[config.mk]
export PLATFORM = sky130hd
export DESIGN_NAME = n_sorter
export DESIGN_NICKNAME = d
export VERILOG_FILES = /design/src/rtl/sorter_pkg.sv /design/src/rtl/sort_cmp_matrix.sv /design/src/rtl/sort_rank.sv /design/src/rtl/sort_out_mux.sv /design/src/rtl/n_sorter.sv
export SDC_FILE = /design/constraint.sdc
export NUM_CORES = 1
export LEC_CHECK = 0
export BUFFER_PORTS_ARGS = -buffer_cell sky130_fd_sc_hd__buf_2
export CORE_ASPECT_RATIO = 1.5
export CORE_MARGIN = 1.5
export CORE_UTILIZATION = 45
export CTS_BUF_LIST = sky130_fd_sc_hd__clkbuf_4
export DETAILED_ROUTE_END_ITERATION = 6
export GPL_ROUTABILITY_DRIVEN = 0
export PLACE_DENSITY = 0.68
export SLEW_MARGIN = 40
export SYNTH_ARGS = -nofsm -noshare
export SYNTH_HDL_FRONTEND = slang
export SYNTH_SLANG_ARGS = --single-unit
[constraint.sdc]
create_clock -name clk -period 6.5 [get_ports clk]
set_input_delay 1.3 -clock clk [delete_from_list [all_inputs] [get_ports clk]]
set_output_delay 1.3 -clock clk [all_outputs]
set_load 0.02 [all_outputs]
[src/rtl/sorter_pkg.sv]
package sorter_pkg;

    localparam int unsigned MIN_WORDS = 2;
    localparam int unsigned MAX_WORDS = 4;

    // Direction of a comparison when the two words are equal:
    // the higher index wins a tie, so it uses greater-or-equal.
    function automatic bit tie_wins(input int unsigned i, input int unsigned j);
        return i > j;
    endfunction

endpackage

[src/rtl/sort_cmp_matrix.sv]
module sort_cmp_matrix #(
    parameter int unsigned N = 4,
    parameter int unsigned W = 8
) (
    input  logic [N*W-1:0] in_flat,
    output logic [N*N-1:0] beats
);
    import sorter_pkg::*;

    // beats[i*N+j] is high when word i ranks above word j.
    for (genvar i = 0; i < N; i++) begin : g_row
        for (genvar j = 0; j < N; j++) begin : g_col
            if (i == j) begin : g_diag
                assign beats[i*N+j] = 1'b0;
            end else if (tie_wins(i, j)) begin : g_ge
                assign beats[i*N+j] = in_flat[i*W +: W] >= in_flat[j*W +: W];
            end else begin : g_gt
                assign beats[i*N+j] = in_flat[i*W +: W] >  in_flat[j*W +: W];
            end
        end
    end

endmodule

[src/rtl/sort_rank.sv]
module sort_rank #(
    parameter int unsigned N = 4
) (
    input  logic [N*N-1:0] beats,
    output logic [N*N-1:0] sel
);
    localparam int unsigned RW = $clog2(N) + 1;

    logic [RW-1:0] rank_d [N];

    // Rank of word i = number of words it beats; sel[k*N+i] picks word i for output k.
    always_comb begin
        sel = '0;
        for (int i = 0; i < N; i++) begin
            rank_d[i] = '0;
            for (int j = 0; j < N; j++) begin
                rank_d[i] = rank_d[i] + RW'(beats[i*N+j]);
            end
            for (int k = 0; k < N; k++) begin
                if (rank_d[i] == RW'(k)) begin
                    sel[k*N+i] = 1'b1;
                end
            end
        end
    end

endmodule

[src/rtl/sort_out_mux.sv]
module sort_out_mux #(
    parameter int unsigned N = 4,
    parameter int unsigned W = 8
) (
    input  logic           clk,
    input  logic           rst,
    input  logic [N*W-1:0] in_flat,
    input  logic [N*N-1:0] sel,
    output logic [N*W-1:0] out_flat
);

    for (genvar k = 0; k < N; k++) begin : g_port
        logic [N-1:0] row;
        assign row = sel[k*N +: N];

        always_comb begin
            out_flat[k*W +: W] = '0;
            for (int i = 0; i < N; i++) begin
                out_flat[k*W +: W] = out_flat[k*W +: W] | ({W{row[i]}} & in_flat[i*W +: W]);
            end
        end


        one_source_chk: assert property (@(posedge clk) disable iff (rst)
            $countones(row) == 1);
    end

endmodule

[src/rtl/n_sorter.sv]
module n_sorter #(
    parameter int unsigned N       = 4,
    parameter int unsigned W       = 8,
    parameter bit          REG_OUT = 1'b1
) (
    input  logic           clk,
    input  logic           rst,
    input  logic [N*W-1:0] in_flat,
    output logic [N*W-1:0] out_flat
);
    import sorter_pkg::*;

    localparam int unsigned SW = W + $clog2(N) + 1;

    if (N < MIN_WORDS || N > MAX_WORDS) begin : g_bad_n
        $error("n_sorter: N out of range");
    end

    logic [N*N-1:0] beats;
    logic [N*N-1:0] sel;
    logic [N*W-1:0] sorted;

    sort_cmp_matrix #(.N(N), .W(W)) u_cmp (
        .in_flat (in_flat),
        .beats   (beats)
    );

    sort_rank #(.N(N)) u_rank (
        .beats (beats),
        .sel   (sel)
    );

    sort_out_mux #(.N(N), .W(W)) u_mux (
        .clk      (clk),
        .rst      (rst),
        .in_flat  (in_flat),
        .sel      (sel),
        .out_flat (sorted)
    );

    if (REG_OUT) begin : g_reg
        typedef struct packed {
            logic [N*W-1:0] data;
        } out_st_t;

        out_st_t st_d, st_q;

        always_comb begin
            st_d      = st_q;
            st_d.data = sorted;
            if (rst) begin
                st_d = '0;
            end
        end

        always_ff @(posedge clk) begin
            st_q <= st_d;
        end

        assign out_flat = st_q.data;


        reset_clear_chk: assert property (@(posedge clk)
            rst |=> out_flat == '0);


        one_cycle_chk: assert property (@(posedge clk) disable iff (rst)
            (!$past(rst) && $stable(in_flat)) |=> $stable(out_flat));
    end else begin : g_comb
        assign out_flat = sorted;
    end

    // Sum of words, used only by the conservation check below.
    function automatic logic [SW-1:0] word_sum(input logic [N*W-1:0] v);
        logic [SW-1:0] s;
        s = '0;
        for (int i = 0; i < N; i++) begin
            s = s + SW'(v[i*W +: W]);
        end
        return s;
    endfunction

    logic [SW-1:0] in_sum, out_sum;
    assign in_sum  = word_sum(in_flat);
    assign out_sum = word_sum(out_flat);

    if (REG_OUT) begin : g_sum_reg

        conserve_chk: assert property (@(posedge clk) disable iff (rst)
            !$past(rst) |-> out_sum == $past(in_sum));
    end else begin : g_sum_comb

        conserve_chk: assert property (@(posedge clk) disable iff (rst)
            out_sum == in_sum);
    end

    for (genvar k = 0; k + 1 < N; k++) begin : g_order

        ascending_chk: assert property (@(posedge clk) disable iff (rst)
            out_flat[k*W +: W] <= out_flat[(k+1)*W +: W]);
    end

endmodule

==> metrics.md <==
| Metric | Value |
|---|---|
| Length of routed wiring on met1 | `3260 um` |
| P&R area growth vs syn | `13.8%` |
| Starting Density | `45.9%` |
| Top routing layer used | `met4` |
| Max_cap viols | `0` |
| Post-CTS Hold Buffers | `0` |
| Net switching component of the power | `383 uW` |
| Setup TNS | `0 ns` |
| Part of the Yosys area used for sequential elements | `21.6%` |
| Root buffer cell | `clkbuf_4` |
| Synth Warn # | `0` |
| Pwr Density | `256 nW/um^2` |
| # DRC | `0` |
| Buffers from clock root to sink, at most | `2` |
| WL met2 | `4540 um` |
| CTS tree | `yes` |
| Number of global-route vias before repair | `2802` |
| Detail Placement HPWL | `6930 um` |
| Final worst slack | `2.57 ns` |
| Commonest non-fill, non-tap cell in the layout | `buf_2` |
| Net Sw Frac | `44.5%` |
| Layout cells sized above 1 | `20.9%` |
| Post-CTS setup buffer count | `0` |
| Starting DRT DRC Count | `227` |
| Pins Over Slew Limit | `0` |
| Maximum VDD drop | `0.0000809 V` |
| Syn Nets | `451` |
| Leakage power | `1.62 nW` |
| Antenna diodes | `0` |
| CTS buffer count | `5` |
| Hold_ws | `1.31 ns` |
| Regs by FF count | `out_flat (32)` |
| Most frequent cells in the layout | `65 x buf_2, 60 x ha_1, 41 x nor2_1, 32 x dfxtp_1, 30 x o22ai_1` |
| Vias per cell | `6.05` |
| Gr ovfl total | `0` |
| Critical Path AT | `4.20 ns` |
| Hold wc startpoint | `in_flat[30]` |
| Initial DRT Pass Iterations | `4` |
| H-tree depth | `2` |
| Die Height | `102 um` |
| Worst slew pin tran | `0.604 ns` |
| IO Port Bufs | `65` |
| Footprint of the multi-input gates | `2170 um^2` |
| CP endpoint kind | `register` |
| # rows | `36` |
| Max FFs per register | `32` |
| DP Area | `3320 um^2` |
| Crit share post-route | `60.4%` |
| Combinational group share of total power | `58.1%` |
| Finished layout cell area | `3370 um^2` |
| Clk network pwr share | `12.3%` |
| Final Critical Period | `3.93 ns` |
| Unique cell type count in the Yosys netlist | `27` |
| Post-CTS Resized | `0` |
| Via total after detailed routing | `2952` |
| Total power | `862 uW` |
| Worst Hold Depth | `3` |
| Status | `finished clean` |
| Die Wd | `69.2 um` |
| WS Path Type | `in2reg` |
| Worst slew margin | `59.6%` |
| Core Box Area | `6440 um^2` |
| Largest Register | `out_flat` |
| CP max FO | `6` |
| CP required | `6.77 ns` |
| Fill cells | `627` |
| Sequential share of power | `29.5%` |
| Syn Area/Cell | `8.38 um^2` |
| Hold Path Class | `in2reg` |
| Final ANT Viol Nets | `0` |
| Cell count after synthesis | `353` |
| Worst-path clk slew | `0.10 ns` |
| Largest net degree at the start of global routing | `33` |
| I/O pin cnt | `66` |
| Seq cells post-synth | `32` |
| Sink Count | `32` |
| Die area | `7080 um^2` |
| Met3 routed WL | `300 um` |
| Dpl ws | `2.29 ns` |
| Worst hold endpoint | `out_flat[22]` |
| Net count, final | `510` |
| Final hold vios | `0` |
| Synth Cell Area | `2960 um^2` |
| P_int | `479 uW` |
| All-Layer GR Usage | `23.6%` |
| First-pass GRT wire length | `13400 um` |
| Initial antenna violation count | `0` |
| Sequential cell area | `641 um^2` |
| Worst Setup SP | `in_flat[31]` |
| RSZ-0062 raised after global routing | `false` |
| Routed wire length per instance | `17.2 um` |
| Drt total wl | `8400 um` |
| Final setup violation count | `0` |
| Fmax achieved | `255 MHz` |
| Startpoint Class | `input port` |
how the worst max path moves through the flow:
stage	endpoint	slack, ns
floorplan	out_flat[1]	2.86
global placement	out_flat[24]	2.39
detailed placement	out_flat[24]	2.29
CTS	out_flat[24]	2.64
global route	out_flat[6]	2.47
finish	out_flat[24]	2.57
cells in the mapped netlist, drive strengths merged:
cell type | count | area, um^2
nor3 | 2 | 20.0
o32ai | 2 | 17.5
o21ai | 11 | 55.1
a211o | 1 | 8.76
o22ai | 30 | 188
nand2b | 24 | 150
buf | 4 | 26.3
o211ai | 6 | 45.0
dfxtp | 32 | 641
a221oi | 24 | 210
ha | 60 | 751
clkbuf | 9 | 36.3
or2 | 8 | 50.1
a21oi | 24 | 120
o21a | 5 | 37.5
a211oi | 7 | 52.6
and3b | 2 | 17.5
nand4 | 12 | 75.1
nor2b | 7 | 43.8
nor2 | 41 | 154
nand2 | 9 | 33.8
fa | 4 | 80.1
inv | 24 | 90.1
nor3b | 4 | 50.1
a31oi | 1 | 6.26
through the flow:
step	util, %	instances
after floorplan	-	353
after global routing	52.3	488
final	52.3	488
after CTS	52.3	488
after detailed placement	51.5	481
after global placement	51.5	481
power by group through the flow:
| stage | Sequential, mW | Clock (mW) | Combinational [mW] |
|---|---|---|---|
| floorplan | 0.326 | 0 | 0.297 |
| global placement | 0.260 | 0 | 0.488 |
| detailed placement | 0.260 | 0 | 0.496 |
| CTS | 0.256 | 0.109 | 0.497 |
| global route | 0.259 | 0.114 | 0.549 |
| finish | 0.255 | 0.106 | 0.501 |
layer usage:
metal / GRT usage, % / vias up
met4: 13.3 / 0
met1: 25.8 / 1374
met5: 0 / -
met3: 1.48 / 21
met2: 45.2 / 119
li1: - / 1438
area by class of cell:
| class | instances | area share [%] |
|---|---|---|
| Tap cell | 76 | 2.82 |
| Sequential cell | 32 | 19.0 |
| Inverter | 24 | 2.68 |
| Timing Repair Buffer | 65 | 9.66 |
| Clock buffer | 6 | 1.34 |
| Clock inverter | 1 | 0.149 |
| Multi-Input combinational cell | 284 | 64.3 |
kinds of logic (layout without fill, tap and decap cells):
family	count (synthesis)	count (layout)	synth area share [%]
buffers and inverters	37	96	5.16
flip-flops	32	32	21.6
AND/OR/NAND/NOR	109	109	20.1
adder cells (fa/ha/maj)	64	64	28.1
AO/OA/AOI/OAI	111	111	25.0
critical path: stages:
cell and delay, ns:
buf_2 0.16, inv_1 0.10, ha_1 0.32, a21oi_1 0.14
o21ai_0 0.19, o21ai_0 0.44, ha_1 0.33, ha_1 0.18
ha_1 0.27, nand2b_1 0.24, o32ai_1 0.30, a211oi_1 0.12
nor2_1 0.12
Note: power is estimated with default switching activity, not from simulation.
